<file path="src/rtl/ucpu_pkg.sv">
package ucpu_pkg;

  localparam int SW_N     = 14;
  localparam int ALU_FW   = 3;
  localparam int MEM_FW   = 2;
  localparam int UW       = SW_N + ALU_FW + MEM_FW;
  localparam int NUM_UREG = 2;

  // switch bit positions inside a microcode word
  localparam int SW_IR_LD    = 0;
  localparam int SW_IRA_OE   = 1;
  localparam int SW_PC_OE    = 2;
  localparam int SW_PC_LD    = 3;
  localparam int SW_UREG_OE0 = 4;   // user reg g drives at 4+2g
  localparam int SW_UREG_LD0 = 5;   // user reg g loads  at 5+2g
  localparam int SW_OPND_LD  = 8;
  localparam int SW_ALU_IN   = 9;
  localparam int SW_RES_OE   = 10;
  localparam int SW_MAR_LD   = 11;
  localparam int SW_MBR_OE   = 12;
  localparam int SW_MBR_LD   = 13;

  localparam logic [SW_N-1:0] SW_LD_MASK =
    SW_N'((1 << SW_IR_LD) | (1 << SW_PC_LD) | (1 << SW_UREG_LD0) |
          (1 << (SW_UREG_LD0 + 2)) | (1 << SW_OPND_LD) |
          (1 << SW_MAR_LD) | (1 << SW_MBR_LD));

  typedef enum logic [ALU_FW-1:0] {
    ALU_NOP = 3'd0,
    ALU_ADD = 3'd1,
    ALU_SUB = 3'd2,
    ALU_INC = 3'd3,
    ALU_DEC = 3'd4
  } alu_op_e;

  typedef enum logic [MEM_FW-1:0] {
    MEM_NOP   = 2'd0,
    MEM_READ  = 2'd1,
    MEM_WRITE = 2'd2,
    MEM_WAIT  = 2'd3
  } mem_op_e;

  typedef struct packed {
    mem_op_e         mem;
    alu_op_e         alu;
    logic [SW_N-1:0] sw;
  } uword_t;

  function automatic logic alu_active(alu_op_e op);
    return (op == ALU_ADD) || (op == ALU_SUB) ||
           (op == ALU_INC) || (op == ALU_DEC);
  endfunction

endpackage

</file>
<file path="src/rtl/ucpu_ustore.sv">
module ucpu_ustore import ucpu_pkg::*; #(
  parameter int DEPTH = 16,
  parameter int AW    = 4
) (
  input  logic          clk,
  input  logic          wr_en,
  input  logic [AW-1:0] wr_addr,
  input  uword_t        wr_word,
  input  logic [AW-1:0] rd_addr,
  output uword_t        rd_word
);

  uword_t rows_q [DEPTH];

  always_ff @(posedge clk) begin
    if (wr_en) rows_q[wr_addr] <= wr_word;
  end

  assign rd_word = rows_q[rd_addr];

endmodule

</file>
<file path="src/rtl/ucpu_seq.sv">
module ucpu_seq import ucpu_pkg::*; #(
  parameter int UPC_W = 4
) (
  input  logic             clk,
  input  logic             rst_n,
  input  mem_op_e          mem_op,
  input  logic             mem_done,
  output logic [UPC_W-1:0] upc_q,
  output logic             stall_q,
  output logic             exec,
  output logic             hold,
  output logic             issue,
  output logic             rd_fill,
  output logic             req_q,
  output logic             we_q
);

  logic pend_q;
  logic pend_rd_q;
  logic is_xfer;
  logic is_wait;

  assign is_xfer = (mem_op == MEM_READ) || (mem_op == MEM_WRITE);
  assign is_wait = (mem_op == MEM_WAIT);

  // a row's transfers run only in its first cycle
  assign exec    = !stall_q;
  assign hold    = stall_q ? !mem_done : (is_wait && pend_q && !mem_done);
  assign issue   = exec && is_xfer && !pend_q;
  assign rd_fill = mem_done && pend_q && pend_rd_q;

  always_ff @(posedge clk or negedge rst_n) begin
    if (!rst_n) begin
      upc_q     <= '0;
      stall_q   <= 1'b0;
      pend_q    <= 1'b0;
      pend_rd_q <= 1'b0;
      req_q     <= 1'b0;
      we_q      <= 1'b0;
    end else begin
      stall_q <= hold;
      if (!hold) upc_q <= upc_q + UPC_W'(1);
      req_q <= issue;
      if (issue) we_q <= (mem_op == MEM_WRITE);
      if (mem_done && pend_q) begin
        pend_q    <= 1'b0;
        pend_rd_q <= 1'b0;
      end else if (issue) begin
        pend_q    <= 1'b1;
        pend_rd_q <= (mem_op == MEM_READ);
      end
    end
  end

endmodule

</file>
<file path="src/rtl/ucpu_datapath.sv">
module ucpu_datapath import ucpu_pkg::*; #(
  parameter int DATA_W = 8,
  parameter int ADR_W  = 5
) (
  input  logic              clk,
  input  logic              rst_n,
  input  logic [SW_N-1:0]   sw,
  input  alu_op_e           alu_op,
  input  logic              exec,
  input  logic              rd_fill,
  input  logic [DATA_W-1:0] rd_data,
  output logic [DATA_W-1:0] pc_q,
  output logic [DATA_W-1:0] ir_q,
  output logic [DATA_W-1:0] mar_q,
  output logic [DATA_W-1:0] mbr_q,
  output logic [DATA_W-1:0] res_q,
  output logic [DATA_W-1:0] r1_q,
  output logic [DATA_W-1:0] r2_q,
  output logic [DATA_W-1:0] bus_val,
  output logic              res_we,
  output logic              load_any
);

  localparam int DRV_N = 4 + NUM_UREG;
  localparam int OPC_W = DATA_W - ADR_W;

  function automatic logic [DATA_W-1:0] alu_eval(alu_op_e op,
                                                 logic [DATA_W-1:0] b,
                                                 logic [DATA_W-1:0] o);
    case (op)
      ALU_ADD: return o + b;
      ALU_SUB: return o - b;
      ALU_INC: return b + DATA_W'(1);
      ALU_DEC: return b - DATA_W'(1);
      default: return '0;
    endcase
  endfunction

  logic [DATA_W-1:0] opnd_q;
  logic [DATA_W-1:0] ureg_q [NUM_UREG];
  logic [DRV_N-1:0]  drv_en;
  logic [DATA_W-1:0] drv_val [DRV_N];
  logic [SW_N-1:0]   ld;

  assign ld = sw & {SW_N{exec}};

  always_comb begin
    drv_en[0]  = ld[SW_IRA_OE];
    drv_val[0] = {{OPC_W{1'b0}}, ir_q[ADR_W-1:0]};
    drv_en[1]  = ld[SW_PC_OE];
    drv_val[1] = pc_q;
    drv_en[2]  = ld[SW_RES_OE];
    drv_val[2] = res_q;
    drv_en[3]  = ld[SW_MBR_OE];
    drv_val[3] = mbr_q;
    for (int i = 0; i < NUM_UREG; i++) begin
      drv_en[4+i]  = ld[SW_UREG_OE0 + 2*i];
      drv_val[4+i] = ureg_q[i];
    end
  end

  always_comb begin
    bus_val = '0;
    for (int i = 0; i < DRV_N; i++) begin
      if (drv_en[i]) bus_val = bus_val | drv_val[i];
    end
  end

  assign res_we   = ld[SW_ALU_IN] && alu_active(alu_op);
  assign load_any = (|(ld & SW_LD_MASK)) || res_we;

  for (genvar g = 0; g < NUM_UREG; g++) begin : g_ureg
    always_ff @(posedge clk or negedge rst_n) begin
      if (!rst_n)                         ureg_q[g] <= '0;
      else if (ld[SW_UREG_LD0 + 2*g])     ureg_q[g] <= bus_val;
    end
  end

  assign r1_q = ureg_q[0];
  assign r2_q = ureg_q[1];

  always_ff @(posedge clk or negedge rst_n) begin
    if (!rst_n) begin
      pc_q   <= '0;
      ir_q   <= '0;
      opnd_q <= '0;
      mar_q  <= '0;
      mbr_q  <= '0;
      res_q  <= '0;
    end else begin
      if (ld[SW_PC_LD])   pc_q   <= bus_val;
      if (ld[SW_IR_LD])   ir_q   <= bus_val;
      if (ld[SW_OPND_LD]) opnd_q <= bus_val;
      if (ld[SW_MAR_LD])  mar_q  <= bus_val;
      if (rd_fill)            mbr_q <= rd_data;
      else if (ld[SW_MBR_LD]) mbr_q <= bus_val;
      if (res_we) res_q <= alu_eval(alu_op, bus_val, opnd_q);
    end
  end

endmodule

</file>
<file path="src/rtl/ucpu_core.sv">
module ucpu_core import ucpu_pkg::*; #(
  parameter int  UC_DEPTH = 16,
  parameter int  DATA_W   = 8,
  parameter int  OPC_W    = 3,
  localparam int UPC_W    = $clog2(UC_DEPTH),
  localparam int ADR_W    = DATA_W - OPC_W
) (
  input  logic              clk,
  input  logic              rst_n,
  input  logic              uc_we,
  input  logic [UPC_W-1:0]  uc_addr,
  input  logic [UW-1:0]     uc_word,
  output logic              mem_req,
  output logic              mem_we,
  output logic [DATA_W-1:0] mem_addr,
  output logic [DATA_W-1:0] mem_wdata,
  input  logic [DATA_W-1:0] mem_rdata,
  input  logic              mem_done,
  output logic [DATA_W-1:0] pc_o,
  output logic [DATA_W-1:0] ir_o,
  output logic [DATA_W-1:0] r1_o,
  output logic [DATA_W-1:0] r2_o,
  output logic [DATA_W-1:0] res_o,
  output logic [UPC_W-1:0]  upc_o,
  output logic              stall_o
);

  uword_t            row;
  logic              seq_exec;
  logic              seq_hold;
  logic              issue_evt;
  logic              rd_fill;
  logic              res_we;
  logic              load_any;
  logic [DATA_W-1:0] bus_val;
  logic [DATA_W-1:0] mar_q;
  logic [DATA_W-1:0] mbr_q;

  ucpu_ustore #(.DEPTH(UC_DEPTH), .AW(UPC_W)) u_store (
    .clk     (clk),
    .wr_en   (uc_we),
    .wr_addr (uc_addr),
    .wr_word (uword_t'(uc_word)),
    .rd_addr (upc_o),
    .rd_word (row)
  );

  ucpu_seq #(.UPC_W(UPC_W)) u_seq (
    .clk      (clk),
    .rst_n    (rst_n),
    .mem_op   (row.mem),
    .mem_done (mem_done),
    .upc_q    (upc_o),
    .stall_q  (stall_o),
    .exec     (seq_exec),
    .hold     (seq_hold),
    .issue    (issue_evt),
    .rd_fill  (rd_fill),
    .req_q    (mem_req),
    .we_q     (mem_we)
  );

  ucpu_datapath #(.DATA_W(DATA_W), .ADR_W(ADR_W)) u_dp (
    .clk      (clk),
    .rst_n    (rst_n),
    .sw       (row.sw),
    .alu_op   (row.alu),
    .exec     (seq_exec),
    .rd_fill  (rd_fill),
    .rd_data  (mem_rdata),
    .pc_q     (pc_o),
    .ir_q     (ir_o),
    .mar_q    (mar_q),
    .mbr_q    (mbr_q),
    .res_q    (res_o),
    .r1_q     (r1_o),
    .r2_q     (r2_o),
    .bus_val  (bus_val),
    .res_we   (res_we),
    .load_any (load_any)
  );

  assign mem_addr  = mar_q;
  assign mem_wdata = mbr_q;

endmodule

</file>
<file path="config.mk">
export PLATFORM = sky130hd
export DESIGN_NAME = ucpu_core
export DESIGN_NICKNAME = d
export VERILOG_FILES = /design/src/rtl/ucpu_pkg.sv /design/src/rtl/ucpu_ustore.sv /design/src/rtl/ucpu_seq.sv /design/src/rtl/ucpu_datapath.sv /design/src/rtl/ucpu_core.sv
export SDC_FILE = /design/constraint.sdc
export NUM_CORES = 1
export LEC_CHECK = 0
export ABC_AREA = 1
export BUFFER_PORTS_ARGS = -buffer_cell sky130_fd_sc_hd__buf_2
export CAP_MARGIN = 10
export CORE_MARGIN = 3
export CORE_UTILIZATION = 45
export DETAILED_ROUTE_END_ITERATION = 7
export SKIP_CTS_REPAIR_TIMING = 1
export SLEW_MARGIN = 20
export SYNTH_ARGS = -nofsm -noshare
export SYNTH_HDL_FRONTEND = slang
export SYNTH_SLANG_ARGS = --single-unit
</file>
<file path="constraint.sdc">
create_clock -name clk -period 3.75 [get_ports clk]
set_input_delay 0.1875 -clock clk [delete_from_list [all_inputs] [get_ports clk]]
set_output_delay 0.1875 -clock clk [all_outputs]
set_load 0.005 [all_outputs]
</file>
* Word-level counts from Yosys, hierarchy flattened
Memory sizes are Yosys's and may differ from the RTL's.
Cells that the tools add are included.
** Storage, ports and cells
- Memories kept :: 1
- Word-level logic and storage cells :: 65
- Bits in writable memories :: 304
- Flip-flop bits (word level) :: 73
** Cells by class
- Equal/unequal tests :: 7
- Bitwise logic cells :: 6
- Add/sub/neg operators :: 5
- Reductions and logical operators :: 16
- Mux-type cells :: 16
** Memory list
- u_store.rows_q :: depth 16, bits a word 19, rd ports 1, clocked after Yosys merged registers in 0, wr ports 1, line ucpu_ustore.sv:13 : uword_t rows_q [DEPTH];
** Operators with widths (number)
- $mux 8 :: 7
- $or 8x8->8 :: 4
- $pmux 8 s4 :: 1
- $and 14x14->14 :: 1
- $add 8x1->8 const B :: 1
- $add 8x8->8 :: 1
- $or 5x8->8 :: 1
- $sub 8x1->8 const B :: 1
- $sub 8x8->8 :: 1
- $logic_and 1x1->1 :: 7
- $mux 1 :: 7
- $eq 3x2->1 const B :: 2
- $mux 5 :: 1
- $add 4x1->4 const B :: 1
- $eq 2x2->1 const B :: 2
- $logic_or 1x1->1 :: 4
- $reduce_bool 2->1 :: 2
- $eq 3x1->1 const B :: 1
- $eq 3x3->1 const B :: 1
- $logic_not 1->1 :: 3
- $eq 2x1->1 const B :: 1

* Logic depth before layout (Yosys ltp)
- Depth after elaboration :: 15
- Depth in mapped cells :: 26
- Mapped depth without buffers :: 25

* Hierarchy
From an unflattened synthesis, not the netlist that was laid out.
** Second synthesis, totals
- Cell total of the unflattened synthesis :: 1787
- Area, all modules :: 17381.7 sq um
** Modules (own cells, without submodules)
- ucpu_ustore :: area each 13111.3 sq um, times used 1, cells each 1251
- ucpu_datapath :: area each 3822.4 sq um, times used 1, cells each 482
- ucpu_seq :: area each 447.9 sq um, times used 1, cells each 54

* Least setup slack after synthesis
Ideal clock, no wire load.
- Path type :: register -> register
- From :: reg u_seq.upc_q[0]
- To :: reg u_dp.res_q[6]
- Path slack :: 0.516 ns
- Clock period less this slack :: 3.234 ns
- Data arrival time :: 3.158 ns
- Stages on the path, launching flop included :: 23
- Cells stage by stage :: dfrtp_1 buf_6 buf_8 buf_6 nand2_1 nand2_1 o211ai_2 nand3_1 nand2_1 nand2_2 o211a_1 nand2_4 inv_2 ha_1 fa_1 o21ai_0 a21oi_1 nor2_1 nor2_1 xor2_1 o22ai_1 nand2_1 o21ai_1
** Between the ends
- Longest elaborated chain between the ends :: 15
** RTL lines
- from (decl) :: line ucpu_seq.sv:8 : output logic [UPC_W-1:0] upc_q,
- from (signal assigned) :: line ucpu_seq.sv:42 : if (!hold) upc_q <= upc_q + UPC_W'(1);
- $mem_v2 16x19 (*)
- $and 14x14->14 (*) :: line ucpu_datapath.sv:45 : assign ld = sw & {SW_N{exec}};
- $mux 5 :: line ucpu_datapath.sv:65 : if (drv_en[i]) bus_val = bus_val | drv_val[i];
- $or 5x8->8 :: line ucpu_datapath.sv:65
- $mux 8 :: line ucpu_datapath.sv:65
- $or 8x8->8 :: line ucpu_datapath.sv:65
- $mux 8 :: line ucpu_datapath.sv:65
- $or 8x8->8 :: line ucpu_datapath.sv:65
- $mux 8 :: line ucpu_datapath.sv:65
- $or 8x8->8 :: line ucpu_datapath.sv:65
- $mux 8 :: line ucpu_datapath.sv:65
- $or 8x8->8 :: line ucpu_datapath.sv:65
- $mux 8 (*) :: line ucpu_datapath.sv:65
- net bus_val[0] :: line ucpu_core.sv:35 : logic [DATA_W-1:0] bus_val;
- $sub 8x1->8, or another cell as far along :: line ucpu_datapath.sv:34 : ALU_DEC: return b - DATA_W'(1);
- $pmux 8 s4 (*) :: line ucpu_datapath.sv:30 : case (op)
- to (signal assigned) :: line ucpu_datapath.sv:97 : if (res_we) res_q <= alu_eval(alu_op, bus_val, opnd_q);
- to (decl) :: line ucpu_datapath.sv:16 : output logic [DATA_W-1:0] res_q,
The timed path passes the listed nets; every way through them passes the cells marked *.
A chain may end at the register's enable or synchronous reset.

* Worst setup path in the final report
- From :: reg u_seq.upc_q[0]
- To :: reg u_dp.res_q[7]
The elaborated chain is that of the path after synthesis.

==> impl_metrics.csv <==
group,metric,value,unit
outcome,outcome,"finished, final reports clean",
final_layout,layout_commonest_cell,"nand2_1",
sta,finClkSkew,0.01021,ns
die,io_pins,98,
sta,slew_headroom,0.3586,
synth,synthCells,1466,
global_routing,track_usage,0.2213,
placement,gp_congestion,0.8936,
critical_path,worst_setup_path_start_kind,"flip-flop",
synth,synthArstFlopShare,0.1936,
synth,ys_ff_latch,377,
critical_path,worst_setup_path_end_kind,"flip-flop",
final_layout,layout.nets,1691,
die,die_w,196.8,um
critical_path,worst_path_max_delay_cell,"dfrtp_4",
critical_path,rr_startpoint,"u_seq.upc_q[0]",
synth,avgSynthCellArea,11.17,um^2
critical_path,crit_arrival,3.96,ns
critical_path,worst_path_most_repeated_cell,"nand2_1",
synth,syn_area,16380,um^2
pwr,seq_power_share,0.273,
pwr,power.share.switching,0.4325,
placement,portBuffers,97,
critical_path,ff2ff_setup_slack,0.21,ns
die,coreArea,35740,um^2
critical_path,slowest_delay,0.56,ns
die,rows,69,
pwr,vdd_drop_max,0.5619,mV
clocking,clk_latency,0.53,ns
drt,drt-vias-per-instance,5.473,
synth,synth_edf_count,304,
synth,synth.area.top_cells,"edfxtp_1 (56%), dfrtp_1 (11%), nand2_1 (7.7%), nor2_1 (3.7%), o21ai_0 (3.6%)",
clocking,cts_inserted_buffers,40,
sta,finalHoldViolations,0,
sta,period_share,0.9448,
drt,routed_wl,44430,um
synth,ys.flop_type,"edfxtp_1",
final_layout,num_antenna_cells,0,
sta,setup_ws,0.2069,ns
sta,finalSetupViolations,0,
pwr,switchingPower,0.008734,W
critical_path,crit_type,"reg2reg",
drt,wire_per_inst,20.93,um
pwr,pwr-share-comb,0.540,
critical_path,reg2reg_depth,23,
synth,synth_nets,1524,
critical_path,worstReg2RegEnd,"u_dp.res_q[7]",
pwr,power,0.02019,W
job,cap_violations,0,
critical_path,crit_chain,"buf_4, clkbuf_16, o21ai_1, o221ai_2, nand3_1, a21oi_2, buf_4, nand2_1, nand2_1, nor2_1, nand2_4, ha_1, a21oi_1, o21ai_0, a31oi_1, buf_4, nand3_1, nand2_1, nand2_1, nand3_1, nand2_1, nand2_1, nand2_1",
placement,post-place-ws,0.05404,ns
global_routing,grt_pass1_vias,10930,
global_routing,grt_start_max_net_pins,93,
drt,drt_pass1_iterations,5,
pwr,internal_power,0.01146,W
global_routing,antenna_found_initial,3,
die,die_area,38710,um^2
sta,holdWs,0.02908,ns
critical_path,endpoint,"u_dp.res_q[7]",
critical_path,cp_data_required_time,4.17,ns
sta,slew_violations,0,
drt,drtIter0Drc,1043,
placement,hpwlAfterDp,26870,um
drt,drtAntennaViolNets,0,
clocking,clk_pin_slew,0.06,ns
placement,dp.cells,2023,
final_layout,drive_gt1_frac,0.1883,
sta,tns,0,ns
final_layout,final_cell_mix,"nand2_1 (335), edfxtp_1 (304), nor2_1 (143), o21ai_0 (111), nand3_1 (98)",
drt,num_vias,11620,
drt,drc,0,
min_path,holdCritPathClass,"in2reg",
clocking,cts_tree,"yes",
pwr,leakagePower,7.720,nW
pwr,power.share.clock,0.186,
critical_path,path_max_fanout,23,
synth,yosys.area.top_type_share,0.5575,
sta,fmax,282.2,MHz
pwr,power.density,1047,nW/um^2
final_layout,fin_cells,2123,
final_layout,synthToLayoutAreaGrowth,17.76,%
clocking,clockBufferDepth,3,
global_routing,overflow,0,
synth,ys_types,41,
die,start_util,0.4582,
clocking,cts.sinks,377,
synth,yosysWarningCount,0,
sta,period_minus_slack,3.543,ns
synth,ys_seq_area_frac,0.6690,
global_routing,grt_pass1_wl,65830,um
die,die_y,196.8,um
clocking,root_buffer,"clkbuf_16",
clocking,cts-htree-levels,2,
sta,worst_pin_slew,0.9621,ns
synth,synth_top_cell_by_area,"edfxtp_1",
critical_path,critPathLaunch,"u_seq.upc_q[0]",
[power by group through the flow]
stage	registers, W	logic, W	clock network [W]
finish	0.00552	0.0109	0.00377
global route	0.00556	0.0121	0.00400
CTS	0.00550	0.0102	0.00383
detailed placement	0.00558	0.0102	0
global placement	0.00558	0.0101	0
floorplan	0.00545	0.00680	0
[synthesized netlist by cell type, types with 21 or more instances]
| master | instances |
|---|---|
| inv_1 | 80 |
| dfrtp_1 | 73 |
| o21ai_0 | 117 |
| nor2_1 | 160 |
| o21ai_1 | 45 |
| edfxtp_1 | 304 |
| buf_2 | 27 |
| nand2_1 | 338 |
| ha_1 | 21 |
| nand3_1 | 104 |
| o221ai_1 | 33 |
[layout make-up]
cell class                      instances  area, um^2
Tap cell                              461       576.8
Inverter                               94       372.9
Multi-Input combinational cell        927        4726
Clock buffer                           52        1077
Clock inverter                         19       151.4
Timing Repair Buffer                  193        1419
Sequential cell                       377       10960
Fill cell                            3104       16460
[worst min path at each step]
| stage | startpoint | endpoint | depth (start not counted) |
|---|---|---|---|
| floorplan | rst_n | u_dp.ir_q[0] | 0 |
| global placement | rst_n | u_seq.we_q | 1 |
| detailed placement | rst_n | u_seq.we_q | 1 |
| CTS | rst_n | u_seq.upc_q[3] | 1 |
| global route | uc_word[9] | u_store.rows_q[6][9] | 1 |
| finish | uc_word[3] | u_store.rows_q[13][3] | 1 |
[flip-flops by register name (all words and copies together), names as in the netlist, 4 cells and up]
signal	flops
u_store.rows_q	304
u_dp.ir_q	8
u_dp.mar_q	8
u_dp.mbr_q	8
u_dp.opnd_q	8
u_dp.pc_q	8
u_dp.r1_q	8
u_dp.r2_q	8
u_dp.res_q	8
u_seq.upc_q	4
[kinds of logic (layout without fill, tap and decap cells)]
kind of cell	count (synthesis)	after routing	share of synthesized area
DFF	377	377	0.6690
buffers and inverters	162	358	0.04913
AOI/OAI and AO/OA	257	257	0.09536
and+or+nand+nor	631	631	0.1595
adders and majority gates	23	23	0.01849
xor gates and xnor gates	16	16	0.008558
[layer usage]
layer | global-route usage | vias up | share of wire
met5 | 0 | - | 0.0012
met3 | 0.03778 | 72 | 0.076
met1 | 0.3295 | 5650 | 0.45
met4 | 0.04963 | 8 | 0.020
met2 | 0.3450 | 435 | 0.45
li1 | - | 5455 | -
[worst max-delay path, delay by kind of cell (launching register included)]
kind	cells	cell delay (ns)
AOI/OAI and AO/OA	6	0.86
adders and majority gates	1	0.34
buffers and inverters	4	0.71
DFF	1	0.56
and+or+nand+nor	12	0.97
[per-stage QoR]
stage | instance area [um^2] | util
finish | 19280 | 0.5396
global route | 19280 | 0.5396
CTS | 18860 | 0.5277
detailed placement | 17630 | 0.4933
global placement | 17630 | 0.4933
floorplan | 16380 | -
Note: power is estimated with default switching activity, not from simulation.
